`config.mk`:
```
export PLATFORM = sky130hd
export DESIGN_NAME = pwrfail_filter
export DESIGN_NICKNAME = d
export VERILOG_FILES = /design/src/rtl/pff_pkg.sv /design/src/rtl/pff_qual_cnt.sv /design/src/rtl/pff_flag_reg.sv /design/src/rtl/pwrfail_filter.sv
export SDC_FILE = /design/constraint.sdc
export NUM_CORES = 1
export LEC_CHECK = 0
export BUFFER_PORTS_ARGS = -buffer_cell sky130_fd_sc_hd__buf_2
export CORE_AREA = 5 5 42 44
export CTS_CLUSTER_SIZE = 40
export DETAILED_ROUTE_END_ITERATION = 10
export DIE_AREA = 0 0 47 49
export MAX_ROUTING_LAYER = met4
export SYNTH_ARGS = -nofsm -noshare
export SYNTH_HDL_FRONTEND = slang
export SYNTH_SLANG_ARGS = --single-unit
```
`constraint.sdc`:
```
create_clock -name clk -period 2.7 [get_ports clk]
set_input_delay 0.54 -clock clk [delete_from_list [all_inputs] [get_ports clk]]
set_output_delay 0.54 -clock clk [all_outputs]
set_load 0.005 [all_outputs]
```
`src/rtl/pff_pkg.sv`:
```
package pff_pkg;

    // Registered output state of the flag stage.
    typedef struct packed {
        logic flag;
        logic strobe;
    } flag_state_t;

    localparam flag_state_t FLAG_RESET = '{flag: 1'b0, strobe: 1'b0};

endpackage

```
`src/rtl/pff_qual_cnt.sv`:
```
module pff_qual_cnt #(
    parameter int CNT_W = 5
) (
    input  logic             clk,
    input  logic             rst_n,
    input  logic             en_i,
    input  logic             disagree_i,
    input  logic [CNT_W-1:0] limit_i,
    output logic             done_o
);

    logic [CNT_W-1:0] cnt_d, cnt_q;
    logic             last_run;

    always_comb begin
        last_run = (cnt_q == (limit_i - CNT_W'(1)));
        done_o   = en_i && disagree_i && last_run;
        if (!en_i || !disagree_i || done_o) begin
            cnt_d = '0;
        end else begin
            cnt_d = cnt_q + CNT_W'(1);
        end
    end

    always_ff @(posedge clk or negedge rst_n) begin
        if (!rst_n) begin
            cnt_q <= '0;
        end else begin
            cnt_q <= cnt_d;
        end
    end

    AST_RUN_BELOW_LIMIT: assert property (@(posedge clk) disable iff (!rst_n)
        cnt_q < limit_i);

    AST_DISABLED_CLEARS: assert property (@(posedge clk) disable iff (!rst_n)
        !en_i |=> (cnt_q == '0));

endmodule

```
`src/rtl/pff_flag_reg.sv`:
```
module pff_flag_reg
    import pff_pkg::*;
(
    input  logic clk,
    input  logic rst_n,
    input  logic flip_i,
    output logic flag_o,
    output logic strobe_o
);

    flag_state_t st_d, st_q;

    always_comb begin
        st_d.flag   = st_q.flag ^ flip_i;
        st_d.strobe = flip_i;
    end

    always_ff @(posedge clk or negedge rst_n) begin
        if (!rst_n) begin
            st_q <= FLAG_RESET;
        end else begin
            st_q <= st_d;
        end
    end

    assign flag_o   = st_q.flag;
    assign strobe_o = st_q.strobe;

    AST_STROBE_ON_EDGE: assert property (@(posedge clk) disable iff (!rst_n)
        strobe_o == (flag_o != $past(flag_o)));

endmodule

```
`src/rtl/pwrfail_filter.sv`:
```
module pwrfail_filter #(
    parameter int RISE_CYC = 8,
    parameter int FALL_CYC = 20
) (
    input  logic clk,
    input  logic rst_n,
    input  logic above_i,
    input  logic en_i,
    output logic pf_n_o,
    output logic chg_o
);

    localparam int MAX_CYC = (RISE_CYC > FALL_CYC) ? RISE_CYC : FALL_CYC;
    localparam int CNT_W   = (MAX_CYC < 2) ? 1 : $clog2(MAX_CYC + 1);

    localparam logic [CNT_W-1:0] RISE_LIM = CNT_W'(RISE_CYC);
    localparam logic [CNT_W-1:0] FALL_LIM = CNT_W'(FALL_CYC);

    logic             disagree;
    logic [CNT_W-1:0] limit;
    logic             flip;
    logic             flag;
    logic             strobe;

    // A high flag qualifies a fall; a low flag qualifies a rise.
    always_comb begin
        disagree = (above_i != flag);
        limit    = flag ? FALL_LIM : RISE_LIM;
    end

    pff_qual_cnt #(
        .CNT_W (CNT_W)
    ) u_cnt (
        .clk        (clk),
        .rst_n      (rst_n),
        .en_i       (en_i),
        .disagree_i (disagree),
        .limit_i    (limit),
        .done_o     (flip)
    );

    pff_flag_reg u_flag (
        .clk      (clk),
        .rst_n    (rst_n),
        .flip_i   (flip),
        .flag_o   (flag),
        .strobe_o (strobe)
    );

    assign pf_n_o = flag;
    assign chg_o  = strobe;

    AST_HOLD_WHEN_OFF: assert property (@(posedge clk) disable iff (!rst_n)
        !en_i |=> $stable(pf_n_o));

    AST_MOVES_TO_RAW: assert property (@(posedge clk) disable iff (!rst_n)
        (pf_n_o != $past(pf_n_o)) |-> (pf_n_o == $past(above_i)));

    AST_NO_EARLY_RISE: assert property (@(posedge clk) disable iff (!rst_n)
        $rose(pf_n_o) |-> $past(en_i));

    AST_NO_EARLY_FALL: assert property (@(posedge clk) disable iff (!rst_n)
        $fell(pf_n_o) |-> $past(en_i));

endmodule

```
[Word level (Yosys, flattened, before mapping)]
Cells that the tools add are included.
Operators by class
  muxes and demuxes: 2
  bitwise logic cells: 1
  magnitude comparators: 0
  $mul: 0
  reductions and logical operators: 6
  shift-type cells: 0
  $add $sub $neg: 2
  equality and inequality tests: 2
  divide/modulo/power cells: 0
Operator list (number)
  5-bit two-way mux: 2
  5-bit by 1-bit adder with 5-bit output (second input constant): 1
  5-bit equality test: 1
  5-bit by 1-bit subtractor with 5-bit output (second input constant): 1
  1-bit logical AND: 2
  1-bit logical NOT: 2
  1-bit logical OR: 2
  1-bit inequality test: 1
  1-bit bitwise XOR: 1
Word-level totals
  memory bits (read-only): 0
  output and inout bits: 2
  register bits after elaboration: 7
  RAM bits: 0
  bits in latches: 0
  memories: 0

[Longest topological paths before layout]
  depth in word-level cells: 6
  depth in mapped cells: 4
  mapped depth without buffers: 4

[Modules after synthesis]
A second synthesis with hierarchy kept.
Unflattened totals
  cell total of the unflattened synthesis: 41
  area, all modules: 420.4 um^2
Modules (own cells, without submodules)
  pff_qual_cnt: instances 1, cells each 35, area an instance 345.3 um^2
  pff_flag_reg: instances 1, cells each 3, area an instance 58.8 um^2
  pwrfail_filter: instances 1, cells each 3, area an instance 16.3 um^2

[Worst setup path before layout]
OpenSTA, ideal clock, no wires.
  kind: register to register
  start point: reg u_flag.st_q (netlist bit u_flag.flag_o)
  end point: reg u_flag.st_q (netlist bit u_flag.flag_o)
  slack: 1309 ps
  cell stages (with the launch flop): 4
  data arrival time: 1311 ps
  required time: 2621 ps
  library setup time: 79 ps
  path through: dfrtp_1 -> or3b_4 -> a2111oi_4 -> xor2_1
RTL lines
  from (decl): line pff_flag_reg.sv:11  | flag_state_t st_d, st_q;
  from (signal assigned): line pff_flag_reg.sv:22  | st_q <= st_d;

[Worst setup path after layout]
  start point: reg u_flag.st_q (netlist bit u_flag.flag_o)
  end point: reg u_cnt.cnt_q[2]
Between the ends
  word-level cells in the longest chain between the ends: 6
  elaborated cells between the ends (all ways): 10
  classes of those cells: add/sub (1); eq/ne (2); mux (2); reduce/logical (5)
Ends and longest elaborated chain
  5-bit two-way mux: line pwrfail_filter.sv:28  | limit = flag ? FALL_LIM : RISE_LIM;
  5-bit by 1-bit subtractor with 5-bit output: line pff_qual_cnt.sv:16  | last_run = (cnt_q == (limit_i - CNT_W'(1)));
  5-bit equality test: line pff_qual_cnt.sv:16
  1-bit logical AND: line pff_qual_cnt.sv:17  | done_o = en_i && disagree_i && last_run;
  1-bit logical OR (*): line pff_qual_cnt.sv:18  | if (!en_i || !disagree_i || done_o) begin
  5-bit two-way mux (*): line pff_qual_cnt.sv:18
  named net u_cnt.cnt_d[2]: line pff_qual_cnt.sv:12  | logic [CNT_W-1:0] cnt_d, cnt_q;
  to (signal assigned): line pff_qual_cnt.sv:29  | cnt_q <= cnt_d;
  to (decl): line pff_qual_cnt.sv:12
Mark *: on every way through the listed nets, which the timed path passes. The rest lies on a longest branch.

==> results.py <==
metrics = {
    "timing": {
        "finalSetupTns_ps": 0,
        "relSlewSlack_pct": 73.9,
        "max_freq_mhz": 691,
        "worst_slack_ps": 1250,
        "period_share_pct": 53.6,
        "setup_viol": 0,
        "post-route-min-period_ps": 1450,
        "rsz0062_at_grt": "no",
        "tightestPinTransition_ps": 391,
        "hold_violations": 0,
        "hold_slack_ps": 103,
        "skew_ps": 7.89,
        "maxSlewViolCount": 0,
    },
    "synthesis": {
        "syn_area_per_cell_um2": 12.5,
        "yosysWarnings": 0,
        "syn_nets": 32,
        "ys_ff_latch": 7,
        "synth.distinct_cells": 13,
        "netlist_instances": 27,
        "syn_area_um2": 337,
        "yosysSeqAreaShare_pct": 52.0,
    },
    "die": {
        "fp.dieH_um": 49,
        "initial_core_util_pct": 24.0,
        "die_w_um": 47,
        "die_area_um2": 2300,
        "core_um2": 1400,
        "row_count": 14,
        "ioPinCount": 6,
    },
    "setup_path": {
        "arrival_ps": 1570,
        "critPathLaunchType": "register",
        "reg2reg_to": "u_cnt.cnt_q[2]",
        "critPathMaxFanout": 5,
        "reg2reg_from": "u_flag.flag_o",
        "r2r_cells": 3,
        "cp_slowest_cell": "dfrtp_1",
        "crit_required_ps": 2830,
        "max_stage_delay_ps": 430,
        "ff2ff_setup_slack_ps": 1250,
        "crit_chain": "or3b_4 -> a21oi_1 -> nor3_1",
        "crit_type": "register to register",
        "crit_path_end_kind": "register",
    },
    "global_routing": {
        "antenna_found_initial": 0,
        "grt-ovfl-total": 0,
        "grt_usage_pct": 6.99,
        "grt_pass1_wl_mm": 1.07,
        "grt_pass1_vias": 244,
        "grt_max_degree": 8,
    },
    "cts": {
        "clkSinkCount": 7,
        "clock_latency_ps": 260,
        "cts_tree": "done",
        "cts_setup_buffers": 0,
        "clockBufferDepth": 2,
        "clockRootBuffer": "clkbuf_4",
        "cts_max_level": 1,
        "ctsResizeCount": 0,
        "numCtsBuffers": 3,
        "clk_pin_slew_ps": 60,
        "hold_buffers": 0,
    },
    "finish": {
        "syn2layout_area_growth_pct": 21.2,
        "num-fill-cells": 161,
        "drive_above_1_share_pct": 27.8,
        "antenna_cells": 0,
        "num-nets-final": 42,
        "finalNonFillerCells": 52,
    },
    "power_and_ir_drop": {
        "leakagePower_nw": 0.179,
        "totalPowerFinal_mw": 0.223,
        "power.density_nw_per_um2": 547,
        "vdd_drop_max_mv": 0.223,
    },
    "run_status": {
        "status": "finished, final reports clean",
    },
    "place": {
        "gp_congestion": 0.704,
        "dp.cells": 48,
        "dp_slack_ps": 1260,
        "hpwlAfterDp_um": 458,
        "placement.io_buffers": 5,
    },
    "detailed_routing": {
        "viasPerCell": 4.44,
        "num_vias": 231,
        "antenna_left": 0,
        "drtIter0Drc": 5,
        "avgRoutedWirePerCell_um": 11.0,
        "routed_wl_um": 574,
        "drc_errors": 0,
        "first_pass_iters": 3,
    },
    "min_path": {
        "hold_class": "primary input to asynchronous set/reset pin",
    },
    "flow_run": {
        "maxCapViolCount": 0,
    },
}
synth_stat cells:
library cell	count	area [µm²]
dfrtp_1	7	175
nor3_1	4	20.0
xor2_1	3	26.3
nand2b_1	2	12.5
nand3_1	2	10.0
xnor2_1	2	17.5
a2111oi_4	1	27.5
a21oi_1	1	5.00
ha_1	1	12.5
inv_1	1	3.75
nand3b_1	1	7.51
nor3b_1	1	7.51
or3b_4	1	11.3
cell families after synthesis:
| kind of cell | count (synthesis) | share of synthesized area, % |
|---|---|---|
| xor gates and xnor gates | 5 | 13.0 |
| DFF | 7 | 52.0 |
| and+or+nand+nor | 11 | 20.4 |
| adders and majority gates | 1 | 3.72 |
| buffers and inverters | 1 | 1.11 |
| AOI/OAI and AO/OA | 2 | 9.67 |
per-layer routing:
layer / vias to the layer above / global-route usage (%) / share of wire (%)
met3: 2 / 3.32 / 3.3
li1: 114 / - / -
met1: 110 / 8.58 / 46
met2: 5 / 9.05 / 47
met5: - / - / 0
met4: 0 / 4.15 / 3.5
placed cells by master (no fill, tap or decap):
cell type,count
ha_1,1
or3b_4,1
nor3b_1,1
a21oi_1,1
xor2_1,3
nand2b_1,2
nor3_1,4
clkbuf_1,1
nand3b_1,1
nand3_1,2
inv_1,1
xnor2_1,2
dfrtp_1,7
a2111oi_4,1
clkbuf_4,3
buf_2,5
worst max-delay path, delay by kind of cell (launching register included):
kind | cells | cell delay (ps)
flops | 1 | 430
simple gates | 2 | 540
compound gates | 1 | 340
cell type report:
class	instances	area, µm²	share of cell area (%)
Clock buffer	4	26.3	6.44
Inverter	1	3.75	0.920
Multi-Input combinational cell	19	158	38.7
Sequential cell	7	175	42.9
Tap cell	16	20.0	4.91
Timing Repair Buffer	5	25.0	6.13
registers in the layout (all words and copies together), names as in the netlist:
signal and count:
u_flag.flag_o 1, u_flag.strobe_o 1, u_cnt.cnt_q 5
worst max path at each step:
stage | from | endpoint | slack [ps]
3_5_place_dp | u_flag.flag_o | u_cnt.cnt_q[2] | 1260
4_1_cts | u_flag.flag_o | u_flag.flag_o | 1250
2_1_floorplan | u_flag.flag_o | u_flag.flag_o | 1310
3_3_place_gp | u_flag.flag_o | u_cnt.cnt_q[1] | 1260
6_report | u_flag.flag_o | u_cnt.cnt_q[2] | 1250
5_1_grt | u_flag.flag_o | u_cnt.cnt_q[2] | 1110
stage by stage:
stage / area (µm²) / utilization [%]
3_5_place_dp: 382 / 27.2
2_1_floorplan: 337 / -
3_3_place_gp: 382 / 27.2
4_1_cts: 408 / 29.1
6_report: 408 / 29.1
5_1_grt: 408 / 29.1
report_power, final:
group | internal [mW] | switching, mW | total (mW)
registers | 0.108 | 0.00261 | 0.110
clock network | 0.0566 | 0.0413 | 0.0979
logic | 0.00641 | 0.00833 | 0.0147
total | 0.171 | 0.0523 | 0.223
Power figures use the tool's default switching activity.
